<file path="config.mk">
export PLATFORM = sky130hd
export DESIGN_NAME = evt_timer_global
export DESIGN_NICKNAME = d
export VERILOG_FILES = /design/src/rtl/evt_timer_pkg.sv /design/src/rtl/evt_main_counter.sv /design/src/rtl/evt_int_status.sv /design/src/rtl/evt_reg_read.sv /design/src/rtl/evt_timer_global.sv
export SDC_FILE = /design/constraint.sdc
export NUM_CORES = 1
export LEC_CHECK = 0
export ABC_AREA = 0
export BUFFER_PORTS_ARGS = -buffer_cell sky130_fd_sc_hd__buf_2
export CAP_MARGIN = 20
export CELL_PAD_IN_SITES_DETAIL_PLACEMENT = 2
export CELL_PAD_IN_SITES_GLOBAL_PLACEMENT = 2
export CORE_UTILIZATION = 28
export DETAILED_ROUTE_END_ITERATION = 6
export GPL_TIMING_DRIVEN = 0
export MAX_ROUTING_LAYER = met4
export PLACE_DENSITY_LB_ADDON = 0.1
export REMOVE_ABC_BUFFERS = 1
export SKIP_LAST_GASP = 1
export SYNTH_ARGS = -nofsm -noshare
export SYNTH_HDL_FRONTEND = slang
export SYNTH_SLANG_ARGS = --single-unit
</file>
<file path="constraint.sdc">
create_clock -name clk_i -period 5.3 [get_ports clk_i]
set_input_delay 0.265 -clock clk_i [delete_from_list [all_inputs] [get_ports clk_i]]
set_output_delay 0.265 -clock clk_i [all_outputs]
set_load 0.1 [all_outputs]
</file>
<file path="src/rtl/evt_timer_pkg.sv">
package evt_timer_pkg;
  localparam int unsigned REG_AW = 12;

  localparam logic [REG_AW-1:0] OFF_CAP = 12'h000;
  localparam logic [REG_AW-1:0] OFF_CFG = 12'h010;
  localparam logic [REG_AW-1:0] OFF_STS = 12'h020;
  localparam logic [REG_AW-1:0] OFF_CNT = 12'h0F0;

  typedef enum logic [2:0] {
    SEL_NONE, SEL_CAP, SEL_CFG, SEL_STS, SEL_CNT
  } reg_sel_e;

  function automatic reg_sel_e decode(input logic [REG_AW-1:0] a);
    unique case (a[REG_AW-1:3])
      OFF_CAP[REG_AW-1:3]: decode = SEL_CAP;
      OFF_CFG[REG_AW-1:3]: decode = SEL_CFG;
      OFF_STS[REG_AW-1:3]: decode = SEL_STS;
      OFF_CNT[REG_AW-1:3]: decode = SEL_CNT;
      default:             decode = SEL_NONE;
    endcase
  endfunction
endpackage

</file>
<file path="src/rtl/evt_main_counter.sv">
module evt_main_counter #(
  parameter int unsigned CNT_W = 64
) (
  input  logic             clk_i,
  input  logic             rst_ni,
  input  logic             run_i,
  input  logic             tick_i,
  input  logic             load_i,
  input  logic [CNT_W-1:0] load_val_i,
  output logic [CNT_W-1:0] count_o
);
  logic [CNT_W-1:0] count_q;

  always_ff @(posedge clk_i or negedge rst_ni) begin
    if (!rst_ni)                count_q <= '0;
    else if (load_i && !run_i)  count_q <= load_val_i;
    else if (run_i && tick_i)   count_q <= count_q + 1'b1;
  end

  assign count_o = count_q;
endmodule

</file>
<file path="src/rtl/evt_int_status.sv">
module evt_int_status #(
  parameter int unsigned NUM_TIMERS = 3
) (
  input  logic                  clk_i,
  input  logic                  rst_ni,
  input  logic [NUM_TIMERS-1:0] pend_i,
  input  logic                  clr_i,
  input  logic [NUM_TIMERS-1:0] clr_mask_i,
  output logic [NUM_TIMERS-1:0] status_o
);
  logic [NUM_TIMERS-1:0] sts_q;
  logic [NUM_TIMERS-1:0] clr_vec;

  assign clr_vec = clr_i ? clr_mask_i : '0;

  // set has priority over a same-edge clear
  always_ff @(posedge clk_i or negedge rst_ni) begin
    if (!rst_ni) sts_q <= '0;
    else         sts_q <= (sts_q & ~clr_vec) | pend_i;
  end

  assign status_o = sts_q;
endmodule

</file>
<file path="src/rtl/evt_reg_read.sv">
module evt_reg_read
  import evt_timer_pkg::*;
#(
  parameter int unsigned NUM_TIMERS = 3,
  parameter int unsigned CNT_W      = 64
) (
  input  logic [REG_AW-1:0]     addr_i,
  input  logic [63:0]           cap_i,
  input  logic [1:0]            cfg_i,
  input  logic [NUM_TIMERS-1:0] status_i,
  input  logic [CNT_W-1:0]      count_i,
  output logic [63:0]           rdata_o
);
  always_comb begin
    unique case (decode(addr_i))
      SEL_CAP: rdata_o = cap_i;
      SEL_CFG: rdata_o = {62'd0, cfg_i};
      SEL_STS: rdata_o = 64'(status_i);
      SEL_CNT: rdata_o = 64'(count_i);
      default: rdata_o = '0;
    endcase
  end
endmodule

</file>
<file path="src/rtl/evt_timer_global.sv">
module evt_timer_global
  import evt_timer_pkg::*;
#(
  parameter int unsigned NUM_TIMERS = 3,
  parameter int unsigned CNT_W      = 64,
  parameter logic [31:0] TICK_FS    = 32'd10_000_000,
  parameter logic [7:0]  REV_ID     = 8'h01,
  parameter bit          LEGACY_CAP = 1'b1
) (
  input  logic                  clk_i,
  input  logic                  rst_ni,
  input  logic                  tick_i,
  input  logic [11:0]           addr_i,
  input  logic                  wr_en_i,
  input  logic [63:0]           wdata_i,
  output logic [63:0]           rdata_o,
  input  logic [NUM_TIMERS-1:0] tmr_pend_i,
  output logic [CNT_W-1:0]      count_o,
  output logic                  enable_o,
  output logic                  legacy_o,
  output logic [NUM_TIMERS-1:0] irq_o
);
  localparam logic [63:0] CAP_WORD = {TICK_FS, 16'h0000, LEGACY_CAP, 1'b0,
                                      1'(CNT_W == 64), 5'(NUM_TIMERS - 1), REV_ID};

  reg_sel_e              wsel;
  logic [1:0]            cfg_q;
  logic [NUM_TIMERS-1:0] status_q;
  logic                  unused_bits;

  assign wsel        = decode(addr_i);
  assign unused_bits = ^{wdata_i, addr_i[2:0]};

  always_ff @(posedge clk_i or negedge rst_ni) begin
    if (!rst_ni)                          cfg_q <= 2'b00;
    else if (wr_en_i && wsel == SEL_CFG)  cfg_q <= wdata_i[1:0];
  end

  evt_main_counter #(.CNT_W(CNT_W)) u_cnt (
    .clk_i      (clk_i),
    .rst_ni     (rst_ni),
    .run_i      (cfg_q[0]),
    .tick_i     (tick_i),
    .load_i     (wr_en_i && wsel == SEL_CNT),
    .load_val_i (wdata_i[CNT_W-1:0]),
    .count_o    (count_o)
  );

  evt_int_status #(.NUM_TIMERS(NUM_TIMERS)) u_sts (
    .clk_i      (clk_i),
    .rst_ni     (rst_ni),
    .pend_i     (tmr_pend_i),
    .clr_i      (wr_en_i && wsel == SEL_STS),
    .clr_mask_i (wdata_i[NUM_TIMERS-1:0]),
    .status_o   (status_q)
  );

  evt_reg_read #(.NUM_TIMERS(NUM_TIMERS), .CNT_W(CNT_W)) u_rd (
    .addr_i   (addr_i),
    .cap_i    (CAP_WORD),
    .cfg_i    (cfg_q),
    .status_i (status_q),
    .count_i  (count_o),
    .rdata_o  (rdata_o)
  );

  assign enable_o = cfg_q[0];
  assign legacy_o = cfg_q[1];
  assign irq_o    = status_q & {NUM_TIMERS{cfg_q[0]}};
endmodule

</file>
==> results of run 1 <==
where the power goes:
| part | internal (uW) | total (uW) | switching [uW] |
|---|---|---|---|
| clock | 326 | 559 | 233 |
| combinational | 57.1 | 269 | 212 |
| sequential | 547 | 586 | 39.1 |
| total | 930 | 1410 | 484 |
flip-flops by register name, summed over array words and instances, names as in the netlist:
register	count
u_sts.status_o	3
u_cnt.count_o	64
cfg_q	2
metrics by stage:
stage	TNS [ps]	util, %
after global placement	-134390	36.3
final	0	39.5
after CTS	0	39.5
after global routing	0	39.5
after detailed placement	0	37.8
after floorplan	-3830	-
kinds of logic (layout without fill, tap and decap cells):
group	count (synthesis)	after routing
AND/OR/NAND/NOR	294	294
AO/OA/AOI/OAI	124	124
flip-flops	69	69
buffers and inverters	37	245
XOR/XNOR	33	33
multiplexers	3	3
adder cells (fa/ha/maj)	1	1
other	0	1
final cells by class:
| class | count | area share, % |
|---|---|---|
| Tap cell | 216 | 4.28 |
| Timing Repair Buffer | 226 | 20.2 |
| Multi-Input combinational cell | 455 | 43.8 |
| Inverter | 4 | 0.238 |
| Antenna cell | 1 | 0.0396 |
| Clock inverter | 2 | 0.158 |
| Sequential cell | 69 | 27.3 |
| Clock buffer | 13 | 3.96 |
metal layers:
layer	routed length [um]	track usage (%)	up-vias
li1	-	-	2471
met1	9030	31.0	2647
met2	9880	41.5	152
met3	959	3.66	13
met4	169	5.68	0
met5	0	-	-
worst max-delay path by stage:
stage,from,end,slack (ps),cells past startpoint
after detailed placement,addr_i[3],rdata_o[0],1950,8
after CTS,addr_i[3],rdata_o[0],1940,8
after floorplan,cfg_q[0],u_cnt.count_o[47],-340,6
after global placement,addr_i[3],u_cnt.count_o[47],-4240,7
after global routing,addr_i[3],rdata_o[0],1870,8
final,addr_i[3],rdata_o[0],1970,8
timing repair:
action | 4_1_cts | 5_1_grt
endpoints found under the hold margin | 16 | 0
hold buffers | 1 | 0
endpoints found under the setup margin | 0 | 0
cell usage in the layout (no fill, tap or decap), drive strengths merged, types with 2 or more instances in the layout:
cell    Yosys  routed
a32oi       5       5
mux2        2       2
or3         3       3
nor3b       4       4
inv         4       4
xor2       25      25
a22oi       2       2
and2       57      57
o311ai     10      10
or4         8       8
buf         5     224
a221o       2       2
nor3       13      13
clkbuf     27      13
a41oi       2       2
nor2       26      26
nand2      79      79
nor2b       2       2
a31oi       4       4
nand4      25      25
nand3      40      40
and4       13      13
dfrtp      69      69
o211ai      9       9
o21ai      43      43
a21o       14      14
clkinv      0       2
nor4       13      13
a21oi      26      26
and3        8       8
xnor2       8       8
worst max-delay path, delay by kind of cell:
| kind | cells | cell delay [ps] |
|---|---|---|
| buf+inv | 3 | 750 |
| compound gates | 1 | 60 |
| simple gates | 4 | 1970 |
==> metrics.md, run 1 <==
| Metric | Value |
|---|---|
| Footprint of the multi-input gates | roughly 0.0028 mm2 |
| CTS Buf Count | 9 |
| CP Max Fanout | 7 |
| Die Y | between 100 and 150 um |
| Final HPWL DP | roughly 15000 um |
| Placer congestion estimate | around 0.76 |
| Hold_ws | 106 ps |
| Post-Synth XOR/XNOR Area | about 6.2% |
| Total GRT Usage | 24.6% |
| Clock Sinks | between 60 and 70 |
| Largest family of logic cells by synthesized area | simple AND/OR/NAND/NOR gates |
| Fin. Hold Viols | 0 |
| RSZ-0062 raised after global routing | no |
| Die ar. | ~0.017 mm2 |
| Initial DRC count | roughly 170 |
| Fin Clk Skew | 5.81 ps |
| Area after DPL | about 0.0060 mm2 |
| Synth area leader | dfrtp_1 |
| Post-synth EDFFs | 0 |
| Share of cells above drive strength 1 | about a third |
| Worst Path Arrival | roughly 3100 ps |
| Power density cells | between 200 and 250 mW/mm2 |
| Hold crit path type | input port to register |
| Synth Area in Adders | less than 1% |
| Compound-Gate Fraction of Synth Area | about 17% |
| Antenna Nets Post-Route | 0 |
| Reg-to-Reg Start | u_cnt.count_o[0] |
| First-pass GRT wire length | roughly 31000 um |
| Rows | between 40 and 50 |
| Setup Buffers After CTS | 0 |
| Max cap viols | 0 |
| TritonCTS clock tree | yes |
| Core Area | about 0.016 mm2 |
| Worst Reg2Reg Path Length in Cells | 7 |
| DP Cell Count | 969 |
| Final total power | 1410 uW |
| CP required | just over 5000 ps |
| Crit path capture type | output pin |
| Top cells by area, synth | dfrtp_1 (37%), and2_1 (7.3%), nand2_1 (6.3%) |
| Cts repair resizes | 0 |
| Max Buffers Root-to-Sink | 2 |
| Slowest-stage cell, CP | or4_1 |
| Vias in the first global route | about 5500 |
| Register bit total from synthesis | between 60 and 70 |
| Total number of vias | between 5000 and 6000 |
| Static leakage | between 0.003 and 0.004 uW |
| CTS root buf | clkbuf_16 |
| Yosys cell types | between 50 and 60 |
| Routed len/inst | slightly above 20 um |
| Synth cell count leaders | nand2_1 (78), dfrtp_1 (69), and2_1 (54) |
| Vias per cell | between 5 and 6 |
| Most frequent cell after synthesis | nand2_1 |
| Final wirelength | roughly 20000 um |
| Ys async rst share | 100% |
| First-pass DRT Iterations | 4 |
| Critical path, cell by cell | buf_2 > or4_1 > or4_1 > nor3_2 > buf_6 > a221oi_1 > nand2_1 > buf_2 |
| Worst-Skew Late Latency | 340 ps |
| Mean Syn Cell Area | roughly 8.3 um2 |
| Die width | around 130 um |
| Register-to-register setup slack | roughly 2400 ps |
| Post-synthesis mux area share | 0.702% |
| Ys flop type | dfrtp_1 |
| Initial antenna violation count | 1 |
| Reg-to-Reg End | u_cnt.count_o[58] |
| Hold EP | u_sts.status_o[2] |
| Max-slew violation count | 0 |
| Hold depth | 2 |
| Max IR drop VDD | 0.135 mV |
| Mapped Cells | roughly 560 |
| Dpl ws | slightly below 2000 ps |
| Post-Synth Simple-Gate Area | a little over a third |
| Setup violators final | 0 |
| Synthesized area | between 0.004 and 0.005 mm2 |
| Fmax | 0.301 GHz |
| Design area | 0.00632 mm2 |
| Max_slew headroom | between 30 and 40% |
| Final setup margin | about 2000 ps |
| PortBufs | roughly 210 |
| Worst Min Path Start | tmr_pend_i[2] |
| H-tree levels | 3 |
| # IOs | around 220 |
| Worst Setup Path Type | input port to output pin |
| Worst path max stage delay | between 600 and 700 ps |
| Register area share after synthesis | approximately 37% |
| Top cell type's share of synthesized area | 37.3% |
| Final nets | between 800 and 900 |
| Non-filler instance count after layout | a little under 1000 |
| Area Overhead vs Synth | 36.4% |
| Residual DRC | 0 |
| CP Launch Type | input port |
| Worst slew pin tran | 939 ps |
| Yosys Warn Count | 0 |
| Clock period minus worst slack | ~3300 ps |
| Starting Density | 29.0% |
| Total gr overflow | 0 |
| Fillers | 1918 |
| Sequential Area | ~0.0017 mm2 |
| Largest net degree at the start of global routing | 54 |
| Status | completed |
| Crit share post-route | a little over three fifths |
| Clock slew at reported path FFs | ~60 ps |
Note: power is estimated with default switching activity, not from simulation.
==> inputs of run 2 (changes only) <==
--- a/config.mk
+++ b/config.mk
@@ -10,7 +10,7 @@
 export CAP_MARGIN = 20
 export CELL_PAD_IN_SITES_DETAIL_PLACEMENT = 2
 export CELL_PAD_IN_SITES_GLOBAL_PLACEMENT = 2
-export CORE_UTILIZATION = 28
+export CORE_UTILIZATION = 26
 export DETAILED_ROUTE_END_ITERATION = 6
 export GPL_TIMING_DRIVEN = 0
 export MAX_ROUTING_LAYER = met4
==> constraint.sdc (replaced) <==
create_clock -name clk_i -period 3.4 [get_ports clk_i]
set_input_delay 0.17 -clock clk_i [delete_from_list [all_inputs] [get_ports clk_i]]
set_output_delay 0.17 -clock clk_i [all_outputs]
set_load 0.1 [all_outputs]
==> run 2 against run 1 <==
Net effect:
- sequential cell count unchanged
- global-route usage decreased by 1.5 points
- non-clock buffer count fell by 1
- sequential share of layout area down 0.30 points
- clock-buffer cell count is 1 lower
- utilization fell by 2.7 points
- largest cell class unchanged
- register-to-register slack lost 2000 ps
==> metrics.md, run 2 (synthesized netlist as in run 1, its figures left out) <==
| Metric | Value |
|---|---|
| Setup Buffers After CTS | 0 (unchanged) |
| Placer congestion estimate | 0.791 (was 0.757) |
| Cts repair resizes | 0 (unchanged) |
| Fmax | about 0.31 GHz |
| Max reg flops | 64 (unchanged) |
| Initial DRC count | 144 (was 172) |
| CP Launch Type | input port (unchanged) |
| Clock period minus worst slack | roughly 3200 ps |
| CTS root buf | clkbuf_16 (unchanged) |
| Most frequent cells in the layout | buf_2 (212), nand2_1 (77), dfrtp_1 (69) (was buf_2 (211), nand2_1 (77), dfrtp_1 (69)) |
| Max cap viols | 0 (unchanged) |
| H-tree levels | 3 (unchanged) |
| First-pass GRT wire length | 31300 um (was 30800 um) |
| Die width | 135 um (was 131 um) |
| First-pass DRT Iterations | 4 (unchanged) |
| Dpl ws | 115 ps (was 1950 ps) |
| Die Y | 135 um (was 131 um) |
| Routed len/inst | 20.1 um (was 20.3 um) |
| Static leakage | 0.00318 uW (was 0.00315 uW) |
| Max IR drop VDD | 0.214 mV (was 0.135 mV) |
| Logic depth of the worst path, buffers included | 7 (was 8) |
| Critical path, cell by cell | buf_2 > or4_1 > or4_1 > nor3_2 > buf_4 > a21o_1 > buf_2 (was buf_2 > or4_1 > or4_1 > nor3_2 > buf_6 > a221oi_1 > nand2_1 > buf_2) |
| Worst Setup Path Type | input port to output pin (unchanged) |
| CP Max Fanout | 8 (was 7) |
| Clock Sinks | 69 (unchanged) |
| Share of cells above drive strength 1 | 34.2% (was 33.9%) |
| Setup violators final | 0 (unchanged) |
| Final nets | 848 (was 849) |
| Fillers | 2023 (was 1918) |
| Fin. Hold Viols | 0 (unchanged) |
| Core Area | 0.0174 mm2 (was 0.0160 mm2) |
| Worst path max stage delay | 740 ps (was 680 ps) |
| Final wirelength | 20000 um (about the same) |
| Crit share post-route | 94.2% |
| # IOs | 216 (unchanged) |
| Slowest-stage cell, CP | nor3_2 (was or4_1) |
| Total number of vias | 5276 (was 5283) |
| Fin Clk Skew | 7.33 ps (was 5.81 ps) |
| Worst Reg2Reg Path Length in Cells | 7 (unchanged) |
| Largest net degree at the start of global routing | 64 (was 54) |
| Power density cells | 374 mW/mm2 (was 224 mW/mm2) |
| CTS Buf Count | 9 (unchanged) |
| Antenna Nets Post-Route | 0 (unchanged) |
| Worst Path Arrival | 3030 ps (was 3060 ps) |
| Clock slew at reported path FFs | 60 ps (about the same) |
| Status | completed (unchanged) |
| RSZ-0062 raised after global routing | no (unchanged) |
| Hold crit path type | input port to register (unchanged) |
| Crit path capture type | output pin (unchanged) |
| Total gr overflow | 0 (unchanged) |
| Total GRT Usage | 23.1% (was 24.6%) |
| Area Overhead vs Synth | 37.9% (was 36.4%) |
| Final setup margin | 196 ps (was 1970 ps) |
| Delay-heaviest family, CP | simple AND/OR/NAND/NOR gates (unchanged) |
| Worst-Skew Late Latency | 340 ps (about the same) |
| Hold_ws | 11.9 ps (was 106 ps) |
| Max Buffers Root-to-Sink | 2 (unchanged) |
| Worst slew pin tran | 947 ps (was 939 ps) |
| Vias per cell | 5.29 (was 5.36) |
| Residual DRC | 0 (unchanged) |
| Setup TNS | 0 ps (unchanged) |
| Final HPWL DP | 15000 um (was 15300 um) |
| Max-slew violation count | 0 (unchanged) |
| WP buf/inv | 3 (unchanged) |
| TritonCTS clock tree | yes (unchanged) |
| Die ar. | 0.0184 mm2 (was 0.0171 mm2) |
| Max_slew headroom | 36.4% (was 36.9%) |
| Starting Density | 26.7% (was 29.0%) |
| Hold depth | 2 (unchanged) |
| Vias in the first global route | 5559 (was 5477) |
| CP required | 3230 ps (was 5040 ps) |
| PortBufs | 212 (unchanged) |
| Rows | 48 (was 46) |
| Most common cell after layout, fill and taps aside | buf_2 (unchanged) |
| Initial antenna violation count | 3 (was 1) |
## run 2: cell count changes in the layout (fill, tap and decap cells not counted), sizes merged
cell,delta
clkdlybuf4s18,-1
clkbuf,-1
bufinv,+2
diode,+2
## run 2: metrics by stage
stage               std cells  utilization [%]  total power (uW)  cell area [um2]
floorplan                 528                -              1200             4470
global placement          965             33.5              1330             5820
detailed placement        977             34.8              1350             6050
CTS                       994             36.8              2420             6380
global route              997             36.8              2470             6390
finish                    997             36.8              2390             6390
## run 2: where the power goes
part	total, uW	internal [uW]	leakage [uW]	switching (uW)
clock	1050	680	0.000163	374
combinational	416	88.8	0.00208	328
sequential	916	853	0.000940	63.8
total	2390	1620	0.00318	765
## run 2: worst register-to-register path, stage by stage, from the launching register on
cell and delay, ps:
dfrtp_1 520, ha_1 280, and3_2 270, nand3_1 260
or4_4 670, or4_4 560, xor2_1 150, a21oi_1 160
## run 2: repair_timing
item                       in CTS  in global routing
setup endpoints to repair       0                  0
hold buffers                    1                  0
hold endpoints to repair       69                  0
## run 2: worst paths after layout
path                              startpoint                 to  slack (ps)
setup / recovery                   addr_i[3]        rdata_o[41]         200
hold / removal                 tmr_pend_i[0]  u_sts.status_o[0]          10
setup reg to reg            u_cnt.count_o[1]  u_cnt.count_o[58]         440
hold reg to reg            u_sts.status_o[0]  u_sts.status_o[0]         510
max in group asynchronous             rst_ni  u_cnt.count_o[54]        2640
min in group asynchronous             rst_ni  u_cnt.count_o[33]         190
## run 2: final cells by class
class | instances | area, um2 | share of cell area, %
inverter | 4 | 15.0 | 0.235
multi-input combinational | 455 | 2770 | 43.3
clock inverter | 4 | 70.1 | 1.10
antenna | 3 | 7.51 | 0.117
sequential | 69 | 1730 | 27.0
tap | 225 | 282 | 4.41
timing repair buffer | 225 | 1260 | 19.8
clock buffer | 12 | 256 | 4.01
## run 2: metal layers
metal,vias up,global-route usage [%],share of wire [%]
met3,21,3.59,4.0
met4,0,7.74,1.5
met2,146,38.7,50
li1,2464,-,-
met5,-,-,0
met1,2645,28.1,45
